## src/rtl/twin_cmp_pkg.sv

```systemverilog
package twin_cmp_pkg;
  localparam int SEL_W = 2;

  typedef enum logic [SEL_W-1:0] {
    SEL_ZERO = 2'b00,
    SEL_Y    = 2'b01,
    SEL_X    = 2'b10,
    SEL_EQ   = 2'b11
  } sel_e;
endpackage

```

## src/rtl/twin_cmp_sreg.sv

```systemverilog
module twin_cmp_sreg #(
  parameter int WIDTH = 4
) (
  input  logic             clk,
  input  logic             rst,
  input  logic             ser_in,
  input  logic             shift_en,
  input  logic             clr,
  output logic [WIDTH-1:0] q
);

  logic [WIDTH-1:0] q_next;

  generate
    if (WIDTH == 1) begin : g_single
      always_comb q_next = ser_in;
    end else begin : g_multi
      always_comb q_next = {q[WIDTH-2:0], ser_in};
    end
  endgenerate

  always_ff @(posedge clk) begin
    if (rst || clr)
      q <= '0;
    else if (shift_en)
      q <= q_next;
  end

  // clear wins over shift
  p_clr_wins_r4: assert property (@(posedge clk) disable iff (rst)
    clr |=> (q == '0));

  // new bit lands in bit 0
  p_shift_entry_r2: assert property (@(posedge clk) disable iff (rst)
    (shift_en && !clr) |=> (q[0] == $past(ser_in)));

  generate
    if (WIDTH > 1) begin : g_move_chk
      // bits move one place upward
      p_shift_move_r2: assert property (@(posedge clk) disable iff (rst)
        (shift_en && !clr) |=> (q[WIDTH-1:1] == $past(q[WIDTH-2:0])));
    end
  endgenerate

  // idle register holds
  p_hold_r3: assert property (@(posedge clk) disable iff (rst)
    (!shift_en && !clr) |=> $stable(q));

endmodule

```

## src/rtl/twin_cmp_bitop.sv

```systemverilog
module twin_cmp_bitop
  import twin_cmp_pkg::*;
#(
  parameter int WIDTH = 4
) (
  input  logic [WIDTH-1:0] x,
  input  logic [WIDTH-1:0] y,
  input  sel_e             sel,
  input  logic             invert,
  output logic [WIDTH-1:0] z
);

  generate
    for (genvar i = 0; i < WIDTH; i++) begin : g_bit
      logic pick;
      always_comb begin
        unique case (sel)
          SEL_ZERO: pick = 1'b0;
          SEL_Y:    pick = y[i];
          SEL_X:    pick = x[i];
          SEL_EQ:   pick = ~(x[i] ^ y[i]);
          default:  pick = 1'b0;
        endcase
        z[i] = pick ^ invert;
      end
    end
  endgenerate

endmodule

```

## src/rtl/twin_sreg_logic_cmp.sv

```systemverilog
module twin_sreg_logic_cmp
  import twin_cmp_pkg::*;
#(
  parameter int WIDTH = 4
) (
  input  logic             clk,
  input  logic             rst,
  input  logic             x_ser_in,
  input  logic             x_shift_en,
  input  logic             x_clr,
  input  logic             y_ser_in,
  input  logic             y_shift_en,
  input  logic             y_clr,
  input  logic [SEL_W-1:0] sel_code,
  input  logic             invert,
  output logic [WIDTH-1:0] result
);

  localparam logic [WIDTH-1:0] ALL_ONES = {WIDTH{1'b1}};

  logic [WIDTH-1:0] x_q;
  logic [WIDTH-1:0] y_q;
  logic [WIDTH-1:0] comb_z;
  sel_e             sel;

  assign sel = sel_e'(sel_code);

  twin_cmp_sreg #(.WIDTH(WIDTH)) u_sreg_x (
    .clk      (clk),
    .rst      (rst),
    .ser_in   (x_ser_in),
    .shift_en (x_shift_en),
    .clr      (x_clr),
    .q        (x_q)
  );

  twin_cmp_sreg #(.WIDTH(WIDTH)) u_sreg_y (
    .clk      (clk),
    .rst      (rst),
    .ser_in   (y_ser_in),
    .shift_en (y_shift_en),
    .clr      (y_clr),
    .q        (y_q)
  );

  twin_cmp_bitop #(.WIDTH(WIDTH)) u_bitop (
    .x      (x_q),
    .y      (y_q),
    .sel    (sel),
    .invert (invert),
    .z      (comb_z)
  );

  always_ff @(posedge clk) begin
    if (rst)
      result <= '0;
    else
      result <= comb_z;
  end

  // reset clears the result
  p_reset_clears_r1: assert property (@(posedge clk)
    rst |=> (result == '0));

  // constant code gives zeros or ones
  p_const_code_r5: assert property (@(posedge clk) disable iff (rst)
    (sel_code == 2'b00) |=> (result == ($past(invert) ? ALL_ONES : '0)));

  // pass X channel
  p_pass_x_r6: assert property (@(posedge clk) disable iff (rst)
    (sel_code == 2'b10 && !invert) |=> (result == $past(x_q)));

  // pass Y channel
  p_pass_y_r6: assert property (@(posedge clk) disable iff (rst)
    (sel_code == 2'b01 && !invert) |=> (result == $past(y_q)));

  // equivalence code with invert gives XOR
  p_xor_r7: assert property (@(posedge clk) disable iff (rst)
    (sel_code == 2'b11 && invert) |=> (result == $past(x_q ^ y_q)));

  // clearing X leaves an idle Y alone
  p_clear_isolated_r4: assert property (@(posedge clk) disable iff (rst)
    (x_clr && !y_clr && !y_shift_en) |=> $stable(y_q));

endmodule

```

## config.mk

```make
export PLATFORM = sky130hd
export DESIGN_NAME = twin_sreg_logic_cmp
export DESIGN_NICKNAME = d
export VERILOG_FILES = /design/src/rtl/twin_cmp_pkg.sv /design/src/rtl/twin_cmp_sreg.sv /design/src/rtl/twin_cmp_bitop.sv /design/src/rtl/twin_sreg_logic_cmp.sv
export SDC_FILE = /design/constraint.sdc
export NUM_CORES = 1
export LEC_CHECK = 0
export CAP_MARGIN = 20
export CORE_ASPECT_RATIO = 0.9
export CORE_UTILIZATION = 35
export DETAILED_ROUTE_END_ITERATION = 10
export GPL_ROUTABILITY_DRIVEN = 0
export PLACE_DENSITY = 0.57
export SKIP_CTS_REPAIR_TIMING = 1
export SYNTH_ARGS = -nofsm -noshare
export SYNTH_HDL_FRONTEND = slang
export SYNTH_HIERARCHICAL = 1
export SYNTH_SLANG_ARGS = --single-unit
```

## constraint.sdc

```tcl
create_clock -name clk -period 1.6 [get_ports clk]
set_input_delay 0.48 -clock clk [delete_from_list [all_inputs] [get_ports clk]]
set_output_delay 0.48 -clock clk [all_outputs]
set_load 0.01 [all_outputs]
```

==> flow_summary.ini, run 1 <==
[clocking]
clk_latency_ps = 270
clockRootBuffer = clkbuf_4
cts_inserted_buffers = 3
tritoncts = built
cts_buffer_depth = 2
clock-sinks = 12
path_clk_slew_ps = 70
h-tree-depth = 1

[die]
start_util_pct = 37.61
pin_count = 15
die_height_um = 39.63
core_mm2 = 0.001464
fp.dieW_um = 43.81
row_count = 13
die_area_mm2 = 0.001736

[cells_and_area]
synthToLayoutAreaGrowth_pct = 40.68
drive_above_1_share_pct = 13.70
finalNetCount = 85
antennaDiodeCount = 0

[synth]
synth.avg_cell_area_um2 = 9.831
ys_ff_latch = 12
ys_warn_count = 6
synth_common_cells = 12 x dfxtp_1, 8 x mux2i_1, 8 x nor3_1
synth_most_common_cell = dfxtp_1
postSynthCellCount = 56
syn_area_um2 = 550.5
synth_flop_cell = dfxtp_1
synthArstFlopShare_pct = 0
synth_edf_count = 0
synth.net_count = 67
yosysTopAreaCellShare_pct = 43.64
synthTopCellsByArea = dfxtp_1 44%, mux2i_1 15%, xnor2_1 8.0%, nor3_1 7.3%, a22o_1 4.8%
synth_cell_type_count = 15
ys_seq_area_share_pct = 43.64
yosys.area.top_type = dfxtp_1

[worst_setup_path]
worstSetupStartpointType = primary input
crit_type = in -> reg
r2r_slack_ps = 390
slowest_stage = clkdlybuf4s50_1
cp_top_family = buffers and inverters
cp.required_ps = 1820
critical_path_arrival_ps = 1790
worstPathCellList = clkdlybuf4s50_1 > nor2b_2 > a22o_1 > a31oi_2 > xnor2_1 > nor2b_1
setup.worst_path.end_class = flip-flop
slowest_delay_ps = 530
crit_path_max_fanout = 4
path_buf_inv = 1

[drt]
routedWlPerCell_um = 12.74
vias = 454
drc = 2
routed_wl_um = 1121
via_per_inst = 5.159
first_iter_violations = 10
drt-pass1-iter-count = 7
antenna_left = 0

[placed_design]
hpwl_um = 767.2
place_ws_ps = -304.5
io_buffers = 14

[power]
swShare_pct = 22.69
ir_drop_mv = 0.4225
report.power.total_uw = 663.3
switchingPower_uw = 150.5
p_clk_share_pct = 36.5
share_comb_of_total_power_pct = 16.3
seqPwrFrac_pct = 47.1
power_density_mw_per_mm2 = 856.5
p_int_uw = 512.8
p_leak_uw = 0.0003636

[sta]
finalCriticalPeriod_ps = 1570
slew_viol_final = 0
slew_headroom_pct = 83.37
setup_tns_ps = 0
skew_ps = 1.517
hold_violations = 0
max_freq_ghz = 0.6369
setup_slack_ps = 29.83
period_share_pct = 98.14
worst_pin_slew_ps = 248.6
timing.hold.ws_ps = 553.3
setup_viol = 0

[global_route]
grt_max_degree = 13
track_usage_pct = 14.26
grt_pass1_vias = 341
antenna_found_initial = 0
globalRoute.totalOverflow = 0
grt_pass1_wl_um = 1635

[run_status]
status = complete, but fails checks
violations = design-rule violations

[min_path]
hold_path_class = reg -> reg

[flow_run]
max-cap-violations = 0
-- through the flow --
| step | instances | utilization (%) | cell area [um^2] |
|---|---|---|---|
| after CTS | 88 | 51.03 | 747.0 |
| after global routing | 88 | 52.91 | 774.5 |
| after global placement | 84 | 48.55 | 710.7 |
| after floorplan | 56 | - | 550.5 |
| after detailed placement | 84 | 48.55 | 710.7 |
| final | 88 | 52.91 | 774.5 |
-- area by class of cell --
| type | instances | area [um^2] |
|---|---|---|
| multi-input cells | 41 | 311.5 |
| repair buffers | 16 | 167.7 |
| clock buffers | 4 | 36.28 |
| flip-flops and latches | 12 | 240.2 |
| fillers | 149 | 689.4 |
| well taps | 15 | 18.77 |
-- sequential cells by signal, summed over array words and instances, names as in the netlist --
signal      cells
result          4
u_sreg_x/q      4
u_sreg_y/q      4
-- power by group through the flow --
| stage | Sequential [uW] | Combinational [uW] | Clock [uW] |
|---|---|---|---|
| floorplan | 324 | 46.9 | 0 |
| global placement | 320 | 106 | 0 |
| detailed placement | 320 | 106 | 0 |
| CTS | 313 | 107 | 251 |
| global route | 314 | 117 | 270 |
| finish | 313 | 108 | 242 |
-- tightest hold or removal path, delay by kind of cell, from the launching register on --
| kind | cells | cell delay [ps] |
|---|---|---|
| DFF | 1 | 330 |
| and+or+nand+nor | 1 | 50 |
| muxes | 1 | 120 |
-- worst paths after layout --
kind	endpoint	from	cells past startpoint
max	result[3]$_SDFF_PP0_	sel_code[0]	6
min reg2reg	u_sreg_y/q[2]$_SDFFE_PP0P_	u_sreg_y/q[2]$_SDFFE_PP0P_	2
min	u_sreg_y/q[2]$_SDFFE_PP0P_	u_sreg_y/q[2]$_SDFFE_PP0P_	2
max reg2reg	result[2]$_SDFF_PP0_	u_sreg_x/q[2]$_SDFFE_PP0P_	5
-- kinds of logic (layout without fill, tap and decap cells) --
family	after synthesis	after routing	synth area share, %
AOI/OAI and AO/OA	7	7	9.547
buffers and inverters	3	20	2.499
DFF	12	12	43.64
xor gates and xnor gates	5	5	7.954
and+or+nand+nor	21	21	21.82
muxes	8	8	14.55
-- cell usage in the layout, fill, tap and decap left out --
cell	netlist	layout
nor2b_1	4	4
a31oi_2	0	2
a31oi_1	3	1
mux2i_1	8	8
a22oi_1	1	1
a22o_1	3	3
and2_4	0	1
nor2b_2	1	1
nor3_1	8	8
nor2_1	3	3
or2b_1	3	3
nand2b_1	1	1
dfxtp_1	12	12
clkbuf_4	0	3
xnor2_1	5	5
clkdlybuf4s50_1	0	9
clkbuf_8	0	1
dlymetal6s2s_1	0	5
buf_4	0	2
-- routing by layer --
metal / part of all wire (%) / GRT usage [%]
met4: 0 / 4.688
met2: 46 / 20.90
met1: 47 / 17.26
met3: 6.7 / 8.295
met5: 0 / 0
No activity file was read; power rests on OpenSTA's default activity.
==> inputs of run 2 (changes only) <==
--- a/config.mk
+++ b/config.mk
@@ -7,6 +7,7 @@
 export LEC_CHECK = 0
 export CAP_MARGIN = 20
 export CORE_ASPECT_RATIO = 0.9
+export CORE_MARGIN = 1
 export CORE_UTILIZATION = 35
 export DETAILED_ROUTE_END_ITERATION = 10
 export GPL_ROUTABILITY_DRIVEN = 0
==> constraint.sdc (replaced) <==
create_clock -name clk -period 1.6 [get_ports clk]
set_input_delay 0.48 -clock clk [delete_from_list [all_inputs] [get_ports clk]]
set_output_delay 0.48 -clock clk [all_outputs]
set_load 0.005 [all_outputs]
==> flow_summary.ini, run 2 (synthesis results as in run 1) <==
[placed_design]
io_buffers = 14
hpwl_um = 767.2
placedCellCount = 84
dpl-instance-area_um2 = 710.7
place_ws_ps = -304.5

[sta]
setup_viol = 0
slew_viol_final = 0
worst_pin_slew_ps = 248.6
finalCriticalPeriod_ps = 1570
setup_slack_ps = 29.77
max_freq_ghz = 0.6369
hold_violations = 0
period_share_pct = 98.14
skew_ps = 1.517
setup_tns_ps = 0
slew_headroom_pct = 83.37

[die]
core_mm2 = 0.001464
die_area_mm2 = 0.001736
die_height_um = 39.63
start_util_pct = 37.61
fp.dieW_um = 43.81
row_count = 13
pin_count = 15

[worst_setup_path]
setup.worst_path.end_class = flip-flop
worstSetupStartpointType = primary input
slowest_stage = clkdlybuf4s50_1
cp.depth = 6
critical_path_arrival_ps = 1790
crit_start = sel_code[0]
path_buf_inv = 1
slowest_delay_ps = 530
ff2ff_path_depth = 5
cp.required_ps = 1820
crit_type = in -> reg
cp_top_family = buffers and inverters
worstReg2RegStart = u_sreg_x/q[2]$_SDFFE_PP0P_
worstPathCellList = clkdlybuf4s50_1 > nor2b_2 > a22o_1 > a31oi_2 > xnor2_1 > nor2b_1
crit_path_max_fanout = 4

[drt]
vias = 454
drt-pass1-iter-count = 7
via_per_inst = 5.159
antenna_left = 0
first_iter_violations = 10
routed_wl_um = 1118
drc = 2
routedWlPerCell_um = 12.70

[cells_and_area]
stdcell_count = 88
drive_above_1_share_pct = 13.70
layout_common_cells = 12 x clkdlybuf4s50_1, 12 x dfxtp_1, 8 x mux2i_1, 8 x nor3_1, 5 x xnor2_1
antennaDiodeCount = 0
postLayoutCellArea_um2 = 767.0
synthToLayoutAreaGrowth_pct = 39.32
multi_input_area_um2 = 311.5
top_regs = result: 4 flops, u_sreg_x/q: 4 flops, u_sreg_y/q: 4 flops
regArea_um2 = 240.2
fill_cells = 151
finalNetCount = 85

[global_route]
grt_pass1_vias = 341
globalRoute.totalOverflow = 0
grt_pass1_wl_um = 1635
grt_max_degree = 13
track_usage_pct = 14.26
antenna_found_initial = 0

[min_path]
worstHoldPathCells = 2
hold_path.startpoint = u_sreg_y/q[2]$_SDFFE_PP0P_
hold_path_class = reg -> reg

[power]
report.power.total_uw = 661.9
ir_drop_mv = 0.4226
p_leak_uw = 0.0003217
power_density_mw_per_mm2 = 863.0

[flow_run]
max-cap-violations = 0

[clocking]
cts_buffer_depth = 2
cts_inserted_buffers = 3
path_clk_slew_ps = 70
clk_latency_ps = 270
clockRootBuffer = clkbuf_4
tritoncts = built
h-tree-depth = 1
clock-sinks = 12

[run_status]
status = complete, but fails checks
violations = design-rule violations
[run 2: cell count changes in the layout (fill, tap and decap cells not counted)]
cell,previous run,this run
clkdlybuf4s50_1,9,12
dlymetal6s2s_1,5,2
[run 2: layout make-up]
type / instances / area share (%)
clock buffers: 4 / 4.731
multi-input cells: 41 / 40.62
well taps: 15 / 2.447
flip-flops and latches: 12 / 31.32
repair buffers: 16 / 20.88
[run 2: routing by layer]
layer  share of wire [%]  vias up  track usage, %
met5                   0        -               0
met4                   0        0           4.688
li1                    -      235               -
met1                  48      205           17.26
met3                 6.3        0           8.295
met2                  46       14           20.90
[run 2: final timing paths]
path,slack [ps],to
worst min-delay path,550,u_sreg_y/q[2]$_SDFFE_PP0P_
worst min register to register,550,u_sreg_y/q[2]$_SDFFE_PP0P_
worst max-delay path,30,result[3]$_SDFF_PP0_
worst max register to register,390,result[2]$_SDFF_PP0_
[run 2: report_power, final]
group | leakage [uW] | internal (uW) | switching [uW]
Combinational | 0.000203 | 67.1 | 39.6
Clock | 0.0000210 | 138 | 104
Sequential | 0.0000980 | 309 | 4.16
Total | 0.000322 | 514 | 148
[run 2: worst register-to-register path, delay by kind of cell, from the launching register on]
family / cells / cell delay, ps
compound gates: 1 / 180
xor+xnor: 2 / 260
flops: 1 / 340
simple gates: 2 / 370
[run 2: stage by stage]
stage                     util, %  hold slack, ps
after floorplan                 -           506.5
after global placement      48.55           537.6
after detailed placement    48.55           539.3
after CTS                   51.03           554.0
after global routing        52.39           586.9
final                       52.39           553.3
==> inputs of run 3 (changes only) <==
--- a/config.mk
+++ b/config.mk
@@ -11,9 +11,9 @@
 export CORE_UTILIZATION = 35
 export DETAILED_ROUTE_END_ITERATION = 10
 export GPL_ROUTABILITY_DRIVEN = 0
-export PLACE_DENSITY = 0.57
+export MAX_ROUTING_LAYER = met4
+export PLACE_DENSITY = 0.56
 export SKIP_CTS_REPAIR_TIMING = 1
 export SYNTH_ARGS = -nofsm -noshare
 export SYNTH_HDL_FRONTEND = slang
-export SYNTH_HIERARCHICAL = 1
 export SYNTH_SLANG_ARGS = --single-unit
==> flow_summary.ini, run 3 <==
[die]
fp.dieW_um = 46.07
die_height_um = 41.67
core_mm2 = 0.001529
row_count = 13
start_util_pct = 40.02
die_area_mm2 = 0.001920
pin_count = 15

[worst_setup_path]
crit_path_max_fanout = 1
worstSetupStartpointType = flip-flop
setup.worst_path.end_class = output port
cp.required_ps = 1120
worstReg2RegStart = u_sreg_x.q[0]$_SDFFE_PP0P_
worstPathCellList = clkdlybuf4s50_1
critical_path_arrival_ps = 1070
crit_type = reg -> out
reg2reg_to = result[0]$_SDFF_PP0_
path_buf_inv = 1
cp_top_family = buffers and inverters
slowest_stage = clkdlybuf4s50_1
ff2ff_path_depth = 3
r2r_slack_ps = 420
slowest_delay_ps = 490

[power]
power_density_mw_per_mm2 = 735.8
ir_drop_mv = 0.4601
p_leak_uw = 0.0003543

[synth]
synth_flop_cell = dfxtp_1
synth.net_count = 68
yosysTopAreaCellShare_pct = 39.26
synth_common_cells = 12 x dfxtp_1, 12 x mux2i_1, 8 x nor3_1
yosys.area.top_type = dfxtp_1
synth_edf_count = 0
synth_cell_type_count = 18
synth.avg_cell_area_um2 = 10.73
ys_seq_area_share_pct = 39.26
syn_area_um2 = 611.8
synthArstFlopShare_pct = 0
synthTopCellsByArea = dfxtp_1 39%, mux2i_1 20%, nor3_1 6.5%, a221oi_2 4.9%, mux2_4 4.9%
postSynthCellCount = 57
ys_ff_latch = 12
ys_warn_count = 0

[sta]
skew_ps = 1.249
slew_viol_final = 0
worst_pin_slew_ps = 245.2
finalCriticalPeriod_ps = 1546
period_share_pct = 96.62
slew_headroom_pct = 83.65
max_freq_ghz = 0.6468
timing.hold.ws_ps = 534.9
setup_slack_ps = 54.01
hold_violations = 0
rsz0062_at_grt = false
setup_viol = 0

[drt]
routed_wl_um = 1101
antenna_left = 0
drt-pass1-iter-count = 3
via_per_inst = 4.716
drc = 0
routedWlPerCell_um = 11.59
first_iter_violations = 6
vias = 448

[placed_design]
hpwl_um = 847
place_ws_ps = -349.3
io_buffers = 14

[min_path]
hold_path_class = reg -> reg
hold_path.startpoint = u_sreg_x.q[3]$_SDFFE_PP0P_
worstHoldPathCells = 2
min_to = u_sreg_x.q[3]$_SDFFE_PP0P_

[global_route]
grt_pass1_vias = 414
antenna_found_initial = 0
grt_pass1_wl_um = 1842
globalRoute.totalOverflow = 0
grt_max_degree = 9
track_usage_pct = 14.27

[cells_and_area]
drive_above_1_share_pct = 16.44
layout_common_cells = 12 x mux2i_1, 12 x dfxtp_1, 11 x clkdlybuf4s50_1
top_regs = result: 4 flops, u_sreg_x.q: 4 flops, u_sreg_y.q: 4 flops
utilization_pct = 53.11
finalNetCount = 86
regArea_um2 = 240.2
antennaDiodeCount = 0
synthToLayoutAreaGrowth_pct = 32.72
multi_input_area_um2 = 344.1
fill_cells = 148

[clocking]
cts_buffer_depth = 2
cts_inserted_buffers = 3
clk_latency_ps = 270
h-tree-depth = 1
clockRootBuffer = clkbuf_4
tritoncts = built
path_clk_slew_ps = 70
clock-sinks = 12

[run_status]
status = finished clean

[flow_run]
max-cap-violations = 0
run 3: changes by cell type in the layout (fill, tap and decap cells not counted), sizes merged, moves of 3 or more:
cell	delta
xnor2	-5
nor2	-3
a31oi	-3
a22o	-3
or2b	-3
mux2i	+4
run 3: power by group:
group	internal, uW	total (uW)	switching [uW]
clock network	87.1	181	94.3
logic	65.4	103	38.1
registers	308	313	4.37
run 3: layout make-up:
cell class              count  share of cell area [%]
well taps                  22                   3.390
repair buffers             18                   21.88
flip-flops and latches     12                   29.58
multi-input cells          40                   42.37
clock buffers               3                   2.773
run 3: kinds of logic after synthesis:
kind of cell	Yosys count	share of synthesized area, %
flops	12	39.26
simple gates	22	24.34
buf+inv	5	4.498
compound gates	4	7.361
mux	14	24.54
run 3: worst max-delay path by stage:
stage                            to  depth (start not counted)                 start
3_3_place_gp   result[0]$_SDFF_PP0_                          4           sel_code[1]
6_report                  result[0]                          1  result[0]$_SDFF_PP0_
4_1_cts        result[0]$_SDFF_PP0_                          4           sel_code[1]
5_1_grt                   result[0]                          1  result[0]$_SDFF_PP0_
3_5_place_dp   result[0]$_SDFF_PP0_                          4           sel_code[1]
2_1_floorplan  result[0]$_SDFF_PP0_                          4           sel_code[1]
run 3: per-stage QoR:
stage	TNS (ps)	std cells	instance area, um^2	total power, uW
6_report	0	95	812.0	597.5
5_1_grt	0	95	812.0	630.8
4_1_cts	-80.08	95	804.5	607.2
3_5_place_dp	-1078	92	782.0	424.7
3_3_place_gp	-1093	92	782.0	425.4
2_1_floorplan	0	57	611.8	372.9
run 3: metal layers:
layer,share of wire [%],vias to the layer above,track usage (%),wire (um)
met1,52,191,18.77,577
met2,40,12,18.03,442
met4,1.3,0,5.294,14
met3,6.1,2,7.826,67
li1,-,243,-,-
met5,0,-,-,0
